<file path="config.mk">
export PLATFORM = sky130hd
export DESIGN_NAME = lut_dist_ram
export DESIGN_NICKNAME = d
export VERILOG_FILES = /design/src/rtl/lutram_pkg.sv /design/src/rtl/lutram_wr_decode.sv /design/src/rtl/lutram_cell.sv /design/src/rtl/lutram_rd_select.sv /design/src/rtl/lut_dist_ram.sv
export SDC_FILE = /design/constraint.sdc
export NUM_CORES = 1
export LEC_CHECK = 0
export ABC_AREA = 1
export CAP_MARGIN = 20
export CORE_MARGIN = 2
export CORE_UTILIZATION = 27
export DETAILED_ROUTE_END_ITERATION = 16
export SLEW_MARGIN = 10
export SYNTH_ARGS = -nofsm -noshare
export SYNTH_HDL_FRONTEND = slang
export SYNTH_SLANG_ARGS = --single-unit
</file>
<file path="constraint.sdc">
create_clock -name clk -period 1.4 [get_ports clk]
set_input_delay 0.21 -clock clk [delete_from_list [all_inputs] [get_ports clk]]
set_output_delay 0.21 -clock clk [all_outputs]
set_load 0.01 [all_outputs]
</file>
<file path="src/rtl/lutram_pkg.sv">
package lutram_pkg;

  // Number of address bits that pick a cell; zero for a single cell.
  function automatic int unsigned cell_sel_bits(input int unsigned cells);
    return (cells > 1) ? $clog2(cells) : 0;
  endfunction

  // Width of a select bus that is never zero-wide.
  function automatic int unsigned bus_width(input int unsigned bits);
    return (bits > 0) ? bits : 1;
  endfunction

endpackage

</file>
<file path="src/rtl/lutram_wr_decode.sv">
module lutram_wr_decode #(
  parameter int unsigned ADDR_W = 6,
  parameter int unsigned DEPTH  = 64
) (
  input  logic              we,
  input  logic [ADDR_W-1:0] waddr,
  output logic [DEPTH-1:0]  strobe
);

  // One strobe per stored word, enabled by the write enable.
  for (genvar i = 0; i < DEPTH; i++) begin : g_dec
    assign strobe[i] = we && (waddr == ADDR_W'(i));
  end

endmodule

</file>
<file path="src/rtl/lutram_cell.sv">
module lutram_cell #(
  parameter int unsigned WIDTH   = 8,
  parameter int unsigned CELL_AW = 5,
  localparam int unsigned CELL_DEPTH = 1 << CELL_AW
) (
  input  logic                  clk,
  input  logic [CELL_DEPTH-1:0] strobe,
  input  logic [WIDTH-1:0]      din,
  input  logic [CELL_AW-1:0]    raddr,
  output logic [WIDTH-1:0]      rdata
);

  logic [CELL_DEPTH-1:0][WIDTH-1:0] words;

  // Each word is a set of truth-table cells loaded by its own strobe.
  for (genvar i = 0; i < CELL_DEPTH; i++) begin : g_word
    logic [WIDTH-1:0] word_q = '0;
    always_ff @(posedge clk) begin
      if (strobe[i]) word_q <= din;
    end
    assign words[i] = word_q;
  end

  // Read path: the address is the select of the lookup multiplexer.
  assign rdata = words[raddr];

endmodule

</file>
<file path="src/rtl/lutram_rd_select.sv">
module lutram_rd_select #(
  parameter int unsigned WIDTH = 8,
  parameter int unsigned CELLS = 2,
  parameter int unsigned SEL_W = 1
) (
  input  logic [CELLS-1:0][WIDTH-1:0] cell_data,
  input  logic [SEL_W-1:0]            sel,
  output logic [WIDTH-1:0]            dout
);

  if (CELLS == 1) begin : g_single
    logic unused_sel;
    assign unused_sel = ^sel;
    assign dout = cell_data[0];
  end else begin : g_multi
    assign dout = cell_data[sel];
  end

endmodule

</file>
<file path="src/rtl/lut_dist_ram.sv">
module lut_dist_ram #(
  parameter int unsigned WIDTH     = 8,
  parameter int unsigned CELL_AW   = 5,
  parameter int unsigned CELLS     = 2,
  parameter bit          DUAL_PORT = 1'b1,
  localparam int unsigned HI_W       = lutram_pkg::cell_sel_bits(CELLS),
  localparam int unsigned SEL_W      = lutram_pkg::bus_width(HI_W),
  localparam int unsigned ADDR_W     = CELL_AW + HI_W,
  localparam int unsigned CELL_DEPTH = 1 << CELL_AW,
  localparam int unsigned DEPTH      = CELLS * CELL_DEPTH
) (
  input  logic              clk,
  input  logic              we,
  input  logic [ADDR_W-1:0] waddr,
  input  logic [WIDTH-1:0]  din,
  input  logic [ADDR_W-1:0] raddr,
  output logic [WIDTH-1:0]  dout
);

  logic [ADDR_W-1:0]            rd_addr;
  logic [SEL_W-1:0]             rd_sel;
  logic [DEPTH-1:0]             strobe;
  logic [CELLS-1:0][WIDTH-1:0]  cell_data;

  // Port variant: single-port reads at the write address.
  if (DUAL_PORT) begin : g_dual
    assign rd_addr = raddr;
  end else begin : g_sp
    logic unused_raddr;
    assign unused_raddr = ^raddr;
    assign rd_addr = waddr;
  end

  // Upper address bits pick the cell.
  if (CELLS > 1) begin : g_hi
    assign rd_sel = rd_addr[ADDR_W-1:CELL_AW];
  end else begin : g_nohi
    assign rd_sel = '0;
  end

  lutram_wr_decode #(
    .ADDR_W(ADDR_W),
    .DEPTH (DEPTH)
  ) u_dec (
    .we    (we),
    .waddr (waddr),
    .strobe(strobe)
  );

  for (genvar c = 0; c < CELLS; c++) begin : g_cell
    lutram_cell #(
      .WIDTH  (WIDTH),
      .CELL_AW(CELL_AW)
    ) u_cell (
      .clk   (clk),
      .strobe(strobe[c*CELL_DEPTH +: CELL_DEPTH]),
      .din   (din),
      .raddr (rd_addr[CELL_AW-1:0]),
      .rdata (cell_data[c])
    );
  end

  lutram_rd_select #(
    .WIDTH(WIDTH),
    .CELLS(CELLS),
    .SEL_W(SEL_W)
  ) u_rsel (
    .cell_data(cell_data),
    .sel      (rd_sel),
    .dout     (dout)
  );

endmodule

</file>
== Word-level counts from Yosys, hierarchy flattened ==
Index checks and enable logic that the tools add are counted.
Widths: inputs -> output; s select.

* Shift-type cells: 0
* $mul: 0
* Equal/unequal tests: 63
* $add $sub $neg: 0
* Div/mod/pow operators: 0
* Reduce and logical (&&, ||, !) cells: 65
* Magnitude comparators: 2
* Mux-type cells: 6
* Bitwise gates (word level): 0

{| class="wikitable"
|+ Operators with widths
! operator !! count
|-
| $eq 6x6->1 const B || 32
|-
| $eq 6x5->1 const B || 16
|-
| $bmux 8 s5 || 2
|-
| $logic_and 1x1->1 || 64
|-
| $eq 6x4->1 const B || 8
|-
| $mux 8 || 4
|-
| $eq 6x3->1 const B || 4
|-
| $eq 6x2->1 const B || 2
|-
| $eq 6x1->1 const B || 1
|-
| $logic_not 6->1 || 1
|-
| $lt 5x6->1 const B || 1
|-
| $lt 1x2->1 const B || 1
|}

* RAM bits: 0
* Output and inout bits: 8
* Register bits after elaboration: 512
* Memory bits (read-only): 0
* Memories: 0
* Bits in latches: 0
* Input bits: 22
* Logic and storage cells: 200

== Depth between registers and ports, before layout ==
Gate-level depths: netlist of run 1.

* Word-level depth: 4
* Depth in mapped cells: 12

== By module ==
Synthesis of run 1 repeated with hierarchy kept, for this count alone.

* Cells, all modules: 1860
* Area total of the unflattened synthesis: 21390.5 um^2

{| class="wikitable"
|+ Modules (own cells, without submodules)
! module !! cells each !! times used !! area an instance (um^2)
|-
| lutram_cell || 865 || 2 || 10420.0
|-
| lutram_wr_decode || 104 || 1 || 445.4
|-
| lutram_rd_select || 26 || 1 || 105.1
|}

== Least setup slack after synthesis of run 1 ==
No wires, ideal clock.

* Path type: input to register
* From: in waddr[5]
* To: reg g_cell[0].u_cell.g_word[10].word_q[0], enable pin
* Data arrival time: 1.086 ns
* Path buffers: 1
* Stages on the path: 3
* Slack: -0.056 ns
* Path through: nand3b_1 -> clkbuf_1 -> nor2_1

* Cells in the longest elaborated chain, start to end: 2

{| class="wikitable"
|+ RTL lines
! item !! RTL line !! RTL
|-
| start: declaration || lut_dist_ram.sv:14 || <nowiki>input logic [ADDR_W-1:0] waddr,</nowiki>
|-
| $eq 6x4->1 || lutram_wr_decode.sv:12 || <nowiki>assign strobe[i] = we && (waddr == ADDR_W'(i));</nowiki>
|-
| $logic_and 1x1->1 || lutram_wr_decode.sv:12 ||
|-
| via g_cell[0].u_cell.strobe[10] || lutram_cell.sv:7 || <nowiki>input logic [CELL_DEPTH-1:0] strobe,</nowiki>
|-
| end signal: assignment || lutram_cell.sv:19 || <nowiki>if (strobe[i]) word_q <= din;</nowiki>
|-
| end: declaration || lutram_cell.sv:17 || <nowiki>logic [WIDTH-1:0] word_q = '0;</nowiki>
|}

The timed path passes the listed nets, and every way through them passes these cells.
A chain may end at the register's enable or synchronous reset.

== Worst setup path in the final report of run 1 ==
* From: reg g_cell[0].u_cell.g_word[27].word_q[1]
* To: out dout[1]

* Cells in the longest elaborated chain, start to end: 4

{| class="wikitable"
|+ RTL lines
! item !! RTL line !! RTL
|-
| start: declaration || lutram_cell.sv:17 ||
|-
| start signal: assignment || lutram_cell.sv:19 ||
|-
| $bmux 8 s5 || lutram_cell.sv:25 || <nowiki>assign rdata = words[raddr];</nowiki>
|-
| $mux 8 (not written as such) || lutram_cell.sv:25 ||
|-
| $mux 8 (not written as such) (2 in a row) || lutram_rd_select.sv:16 || <nowiki>assign dout = cell_data[sel];</nowiki>
|-
| end: declaration || lut_dist_ram.sv:17 || <nowiki>output logic [WIDTH-1:0] dout</nowiki>
|}

Every way passes these cells. The select of a mux whose other input is x is not followed.

==> reports/results.txt, run 1 <==
vias in the first global route - 14180
height of the chip - 283.7 um
Placer Congestion - 0.8546
CTS Buf Count - 53
Peak supply drop - 913.5 uV
# IOs - 30
number of sinks driven by the clock tree - 512
pwr dens - 1308 nW/um^2
leading cell types by total area after synthesis - sky130_fd_sc_hd__edfxtp_1 (73%), sky130_fd_sc_hd__nand2_1 (12%), sky130_fd_sc_hd__nand3_1 (10%), sky130_fd_sc_hd__nor2_1 (1.3%), sky130_fd_sc_hd__buf_6 (1.2%)
data required time at the worst endpoint - 1.19 ns
num rows - 102
biggest registers after layout - g_cell.u_cell.g_word.word_q (512)
initial standard-cell utilization of the core - 27.26%
count of hold buffers inserted by post-cts repair - 0
Worst Max-Slew Pin Slew - 0.8186 ns
Mapped Nets - 1833
critical path's most frequent cell - sky130_fd_sc_hd__nand2_2
global route overflow - 0
wire length reported by the detailed router - 55440 um
Hold/Removal Path Class - in2reg
setup repair after global routing missed its margin - yes
max-slew violations - 0
count of antenna-violating nets left after detailed routing - 0
type of the worst setup path - reg2out
width of the chip - 283.7 um
final setup violation count - 8
violations in the final reports - setup timing
share of the synthesized area in the top cell type - 72.81%
count of yosys warnings during synthesis - 0
area of the core region - 77470 sq um
non-filler cells in the finished layout - 3019
GRT Total Usage - 13.54%
final period demand of the worst path - 2.057 ns
fraction of layout cells with a size suffix above 1 - 22.03%
Biggest register - g_cell.u_cell.g_word.word_q
average wire per standard cell - 18.36 um
number of hold violations in the final report - 0
post-synthesis cell count - 1811
fin crit share - 146.9%
maximum number of pins on one net before global-route repair - 65
number of vias after detailed routing - 14300
htree depth - 2
cell chain of the critical path - nand2_1, nand3_2, nand3_2, nand2_2, nand2_2, nand3_4, nand3_4, nand2_2, buf_6
run status - finished with violations
post-CTS clock slew at the launch and capture registers of the worst setup and hold paths - 0.06 ns
max-cap viol count - 0
Unique masters post-synth - 14
average vias per placed instance - 4.736
number of buffers on the longest clock path - 3
CP Capture Type - output pin
Inst Count DP - 2921
hpwl dp - 34030 um
post-route total power - 34.45 mW
Starting DRT DRC Count - 1440
achievable clock frequency - 486.1 MHz
DRC - 0
Clock Tree Root - sky130_fd_sc_hd__clkbuf_16
worst setup slack after layout - -0.6573 ns
placement-stage worst setup slack - -1.130 ns
average instance area after synthesis - 11.66 sq um
kind of start point of the critical path - flip-flop
top fanout value on the critical path - 1
antenna diode instance count - 0
static leakage - 9.498 nW
max reg flops - 512
router iterations before antenna repair - 6
Critical Path Max Stage Delay - 0.37 ns
Post-Syn Area - 21120 sq um
largest area contributor in the synthesized netlist - sky130_fd_sc_hd__edfxtp_1
number of antenna violations at the first check in global routing - 0
Worst Path Arrival - 1.85 ns
global-route wire length before repair - 84900 um
TritonCTS clock tree - done
floorplan die area - 80460 sq um
final layout net count - 1959
fraction of the yosys area taken by sequential cells - 72.81%
port bufs - 29
CP max-delay cell - sky130_fd_sc_hd__edfxtp_1
synth-to-layout area growth - 24.75%
Relative slew margins - 45.37%
Total Negative Setup Slacks - -5.160 ns
#FFs+latches synth - 512
routing by layer:
| metal | part of all wire [%] | track usage [%] | routed length (um) | up-vias |
|---|---|---|---|---|
| met5 | 0 | 0 | 0 | - |
| met4 | 2.4 | 4.167 | 1336 | 0 |
| met3 | 7.3 | 2.669 | 4051 | 100 |
| met2 | 47 | 22.22 | 26320 | 522 |
| met1 | 43 | 18.04 | 23730 | 7097 |
| li1 | - | - | - | 6580 |
final timing paths:
check	startpoint	endpoint	slack, ns	cells past startpoint
worst max-delay path	g_cell[0].u_cell.g_word[27].word_q[1]	dout[1]	-0.66	9
worst min-delay path	din[5]	g_cell[1].u_cell.g_word[30].word_q[5]	0.14	2
placed cells by master (no fill, tap or decap):
master	instances
sky130_fd_sc_hd__inv_6	2
sky130_fd_sc_hd__nand3_4	21
sky130_fd_sc_hd__buf_4	118
sky130_fd_sc_hd__nand2_4	6
sky130_fd_sc_hd__bufinv_16	10
sky130_fd_sc_hd__clkbuf_16	55
sky130_fd_sc_hd__nor2_1	65
sky130_fd_sc_hd__inv_2	1
sky130_fd_sc_hd__nand3_2	93
sky130_fd_sc_hd__inv_1	9
sky130_fd_sc_hd__nor2_2	5
sky130_fd_sc_hd__buf_2	9
sky130_fd_sc_hd__clkbuf_1	11
sky130_fd_sc_hd__inv_4	1
sky130_fd_sc_hd__dlymetal6s2s_1	4
sky130_fd_sc_hd__buf_6	9
sky130_fd_sc_hd__nand3_1	320
sky130_fd_sc_hd__clkinv_1	7
sky130_fd_sc_hd__nand2_1	608
sky130_fd_sc_hd__clkdlybuf4s50_1	6
sky130_fd_sc_hd__edfxtp_1	512
sky130_fd_sc_hd__nand3b_1	1
sky130_fd_sc_hd__nor2_4	1
sky130_fd_sc_hd__nand2_2	53
sky130_fd_sc_hd__clkinv_2	9
sky130_fd_sc_hd__buf_12	38
sky130_fd_sc_hd__clkinvlp_4	5
synth_stat cells, drive strengths merged:
master	number
nand2	667
inv	13
edfxtp	512
nand3b	1
nand3	434
nor2	71
clkbuf	12
buf	101
stage by stage:
| step | hold slack [ns] | util [%] | cell area (sq um) |
|---|---|---|---|
| after global routing | 0.1315 | 34.01 | 26340 |
| final | 0.1378 | 34.01 | 26340 |
| after global placement | 0.7589 | 30.40 | 23550 |
| after detailed placement | 0.7615 | 30.40 | 23550 |
| after CTS | 0.1253 | 33.49 | 25940 |
| after floorplan | 0.3089 | - | 21120 |
power breakdown:
group          internal [mW]  switching [mW]
sequential              17.0          0.0246
clock                   9.00            5.78
combinational          0.888            1.79
cells by family (layout without fill, tap and decap cells):
| group | Yosys count | count (layout) | share of synthesized area [%] |
|---|---|---|---|
| flip-flops | 512 | 512 | 72.81 |
| AND/OR/NAND/NOR | 1173 | 1173 | 23.44 |
| buffers and inverters | 126 | 294 | 3.751 |
worst max-delay path, delay by kind of cell (launching register included):
family                 cells  cell delay, ns
DFF                        1            0.37
and+or+nand+nor            8            0.75
buffers and inverters      1            0.12
timing repair:
item,in CTS,in global routing
pin swaps,65,109
resized for setup,157,94
setup endpoints to repair,46,371
buffers inserted,1,0
cell type report:
class,count,area [sq um]
repair buffers,184,1903
well taps,1040,1301
clock inverters,31,410.4
inverters,13,60.06
multi-input cells,1173,5876
flip-flops and latches,512,15370
fillers,7526,51120
clock buffers,66,1418
Power figures use the tool's default switching activity.
==> inputs of run 2 (changes only) <==
--- a/config.mk
+++ b/config.mk
@@ -7,8 +7,10 @@
 export LEC_CHECK = 0
 export ABC_AREA = 1
 export CAP_MARGIN = 20
+export CORE_ASPECT_RATIO = 0.9
 export CORE_MARGIN = 2
 export CORE_UTILIZATION = 27
+export CTS_CLUSTER_SIZE = 25
 export DETAILED_ROUTE_END_ITERATION = 16
 export SLEW_MARGIN = 10
 export SYNTH_ARGS = -nofsm -noshare
==> run 2 against run 1 <==
The flow still finishes with violations (setup timing); critical path depth unchanged; die area about the same; highest routed layer is now met5; sequential share of layout area up 0.21 points; wire length up 2.9%; setup slack gained 0.0018 ns.
==> reports/results.txt, run 2 (same netlist as run 1, synthesis figures left out) <==
run status - finished with violations
violations in the final reports - setup timing
design area - 26250 sq um (-0.36%)
fin crit share - 146.8% (about the same)
DP Area - 23820 sq um (+1.2%)
width of the chip - 298.8 um (+5.3%)
post-CTS clock slew at the launch and capture registers of the worst setup and hold paths - 0.06 ns (about the same)
Peak supply drop - 875.4 uV (-4.2%)
pwr dens - 1255 nW/um^2 (-4.1%)
CP max-delay cell - sky130_fd_sc_hd__edfxtp_1
count of antenna-violating nets left after detailed routing - 0 (unchanged)
Biggest register - g_cell.u_cell.g_word.word_q
average wire per standard cell - 18.84 um (+2.6%)
most used cells in the layout excluding fill and tap cells - sky130_fd_sc_hd__nand2_1 (614), sky130_fd_sc_hd__edfxtp_1 (512), sky130_fd_sc_hd__nand3_1 (337)
setup repair after global routing missed its margin - yes
biggest registers after layout - g_cell.u_cell.g_word.word_q (512)
number of antenna violations at the first check in global routing - 8 (+8)
Relative slew margins - 50.66% (+5.3 points)
Worst Hold Path EP - g_cell[1].u_cell.g_word[12].word_q[1]
num rows - 97 (-4.9%)
GRT Total Usage - 14.02% (+0.48 points)
number of hold violations in the final report - 0 (unchanged)
max-cap viol count - 0 (unchanged)
global route overflow - 0 (unchanged)
DRC - 0 (unchanged)
maximum number of pins on one net before global-route repair - 65 (unchanged)
buffers inserted during post-CTS setup optimization - 0 (-1)
TritonCTS clock tree - done
final period demand of the worst path - 2.055 ns (-0.001808 ns)
kind of start point of the critical path - flip-flop
Critical Path Max Stage Delay - 0.39 ns (+0.02 ns)
post-route total power - 32.93 mW (-4.4%)
CP Capture Type - output pin
floorplan die area - 80460 sq um (about the same)
# IOs - 30 (unchanged)
final layout net count - 1967 (+0.41%)
wire length reported by the detailed router - 57040 um (+2.9%)
CTS Buf Count - 54 (+1.9%)
max reg flops - 512 (unchanged)
height of the chip - 269.3 um (-5.1%)
hold slack final - 0.1069 ns (-0.03088 ns)
global-route wire length before repair - 86480 um (+1.9%)
Starting DRT DRC Count - 1408 (-2.2%)
router iterations before antenna repair - 6 (unchanged)
worst path bufs/invs - 1 (unchanged)
vias in the first global route - 14030 (-1.0%)
synth-to-layout area growth - 24.31%
type of the worst setup path - reg2out
htree depth - 2 (unchanged)
hpwl dp - 35720 um (+5.0%)
final setup violation count - 8 (unchanged)
data required time at the worst endpoint - 1.19 ns (about the same)
achievable clock frequency - 486.5 MHz (about the same)
critical path's most frequent cell - sky130_fd_sc_hd__nand2_2
worst setup slack after layout - -0.6555 ns (+0.001808 ns)
Worst Max-Slew Pin Slew - 0.7392 ns (-0.07935 ns)
static leakage - 9.460 nW (-0.40%)
number of sinks driven by the clock tree - 512 (unchanged)
fraction of layout cells with a size suffix above 1 - 20.89% (-1.1 points)
hold path cells - 2 (unchanged)
number of vias after detailed routing - 14270 (-0.22%)
number of buffers on the longest clock path - 3 (unchanged)
most common cell after layout, fill and taps aside - sky130_fd_sc_hd__nand2_1
count of hold buffers inserted by post-cts repair - 0 (unchanged)
average vias per placed instance - 4.714 (-0.48%)
cell chain of the critical path - nand2_2, nand3_2, nand3_2, nand2_2, nand2_2, nand3_4, nand3_4, nand2_4, buf_6
top fanout value on the critical path - 1 (unchanged)
Clock Tree Root - sky130_fd_sc_hd__clkbuf_16
Placer Congestion - 0.8875 (+3.8%)
port bufs - 29 (unchanged)
Worst Path Arrival - 1.85 ns (about the same)
cell family with the largest share of critical-path delay - simple AND/OR/NAND/NOR gates
startpoint of the most critical hold path - din[1]
max-slew violations - 0 (unchanged)
area of the core region - 77670 sq um (+0.27%)
Hold/Removal Path Class - in2reg
initial standard-cell utilization of the core - 27.19% (-0.073 points)
==> run 2: cell count changes in the layout (fill, tap and decap cells not counted), moves of 3 or more <==
cell                              change
sky130_fd_sc_hd__bufinv_16            -8
sky130_fd_sc_hd__nand2_1              +6
sky130_fd_sc_hd__nand2_4              +5
sky130_fd_sc_hd__clkinv_1             +3
sky130_fd_sc_hd__buf_12              +13
sky130_fd_sc_hd__clkinvlp_4           -3
sky130_fd_sc_hd__nand2_2             -11
sky130_fd_sc_hd__dlymetal6s2s_1       -4
sky130_fd_sc_hd__clkdlybuf4s50_1      +4
sky130_fd_sc_hd__nand3_1             +17
sky130_fd_sc_hd__nand3_2             -15
sky130_fd_sc_hd__buf_4                -6
sky130_fd_sc_hd__clkinv_2             +6
==> run 2: area by class of cell <==
class / instances / area [sq um]
fillers: 7587 / 51430
flip-flops and latches: 512 / 15370
multi-input cells: 1173 / 5778
repair buffers: 191 / 2108
clock buffers: 66 / 1396
well taps: 1039 / 1300
clock inverters: 32 / 232.7
inverters: 13 / 56.30
diodes: 1 / 2.502
==> run 2: per-stage QoR <==
stage / std cells / worst slack, ns / TNS, ns / util, %
floorplan: 1811 / -0.05619 / -11.21 / -
finish: 3027 / -0.6555 / -5.071 / 33.79
detailed placement: 2930 / -1.070 / -255.18 / 30.67
CTS: 3026 / -0.6820 / -5.318 / 33.36
global route: 3026 / -0.7406 / -6.297 / 33.79
global placement: 2930 / -1.107 / -238.39 / 30.67
==> run 2: worst max-delay path by stage <==
stage / startpoint / end / slack [ns] / depth (start not counted)
after global placement: raddr[0] / dout[0] / -1.11 / 13
after floorplan: waddr[5] / g_cell[0].u_cell.g_word[10].word_q[0] / -0.06 / 3
after CTS: g_cell[0].u_cell.g_word[16].word_q[5] / dout[5] / -0.68 / 9
after global routing: g_cell[0].u_cell.g_word[6].word_q[3] / dout[3] / -0.74 / 9
final: g_cell[0].u_cell.g_word[17].word_q[3] / dout[3] / -0.66 / 9
after detailed placement: raddr[0] / dout[0] / -1.07 / 13
==> run 2: layer usage <==
metal  track usage (%)  part of all wire [%]  up-vias
li1                  -                     -     6605
met1             19.18                    44     7071
met2             21.95                    46      470
met3             3.384                   7.7      108
met4             4.368                   2.6       14
met5                 0                  0.15        -
==> run 2: where the power goes <==
group	total, mW	internal, mW	switching (mW)	leakage [nW]
Combinational	2.71	0.918	1.79	4.05
Sequential	17.0	17.0	0.0237	4.61
Clock	13.2	7.46	5.78	0.803
Total	32.9	25.3	7.59	9.46
==> run 2: repair_timing <==
| item | 4_1_cts | 5_1_grt |
|---|---|---|
| endpoints found under the hold margin | 0 | 0 |
| resized for setup | 153 | 71 |
| setup endpoints to repair | 8 | 141 |
| pin swaps | 74 | 46 |
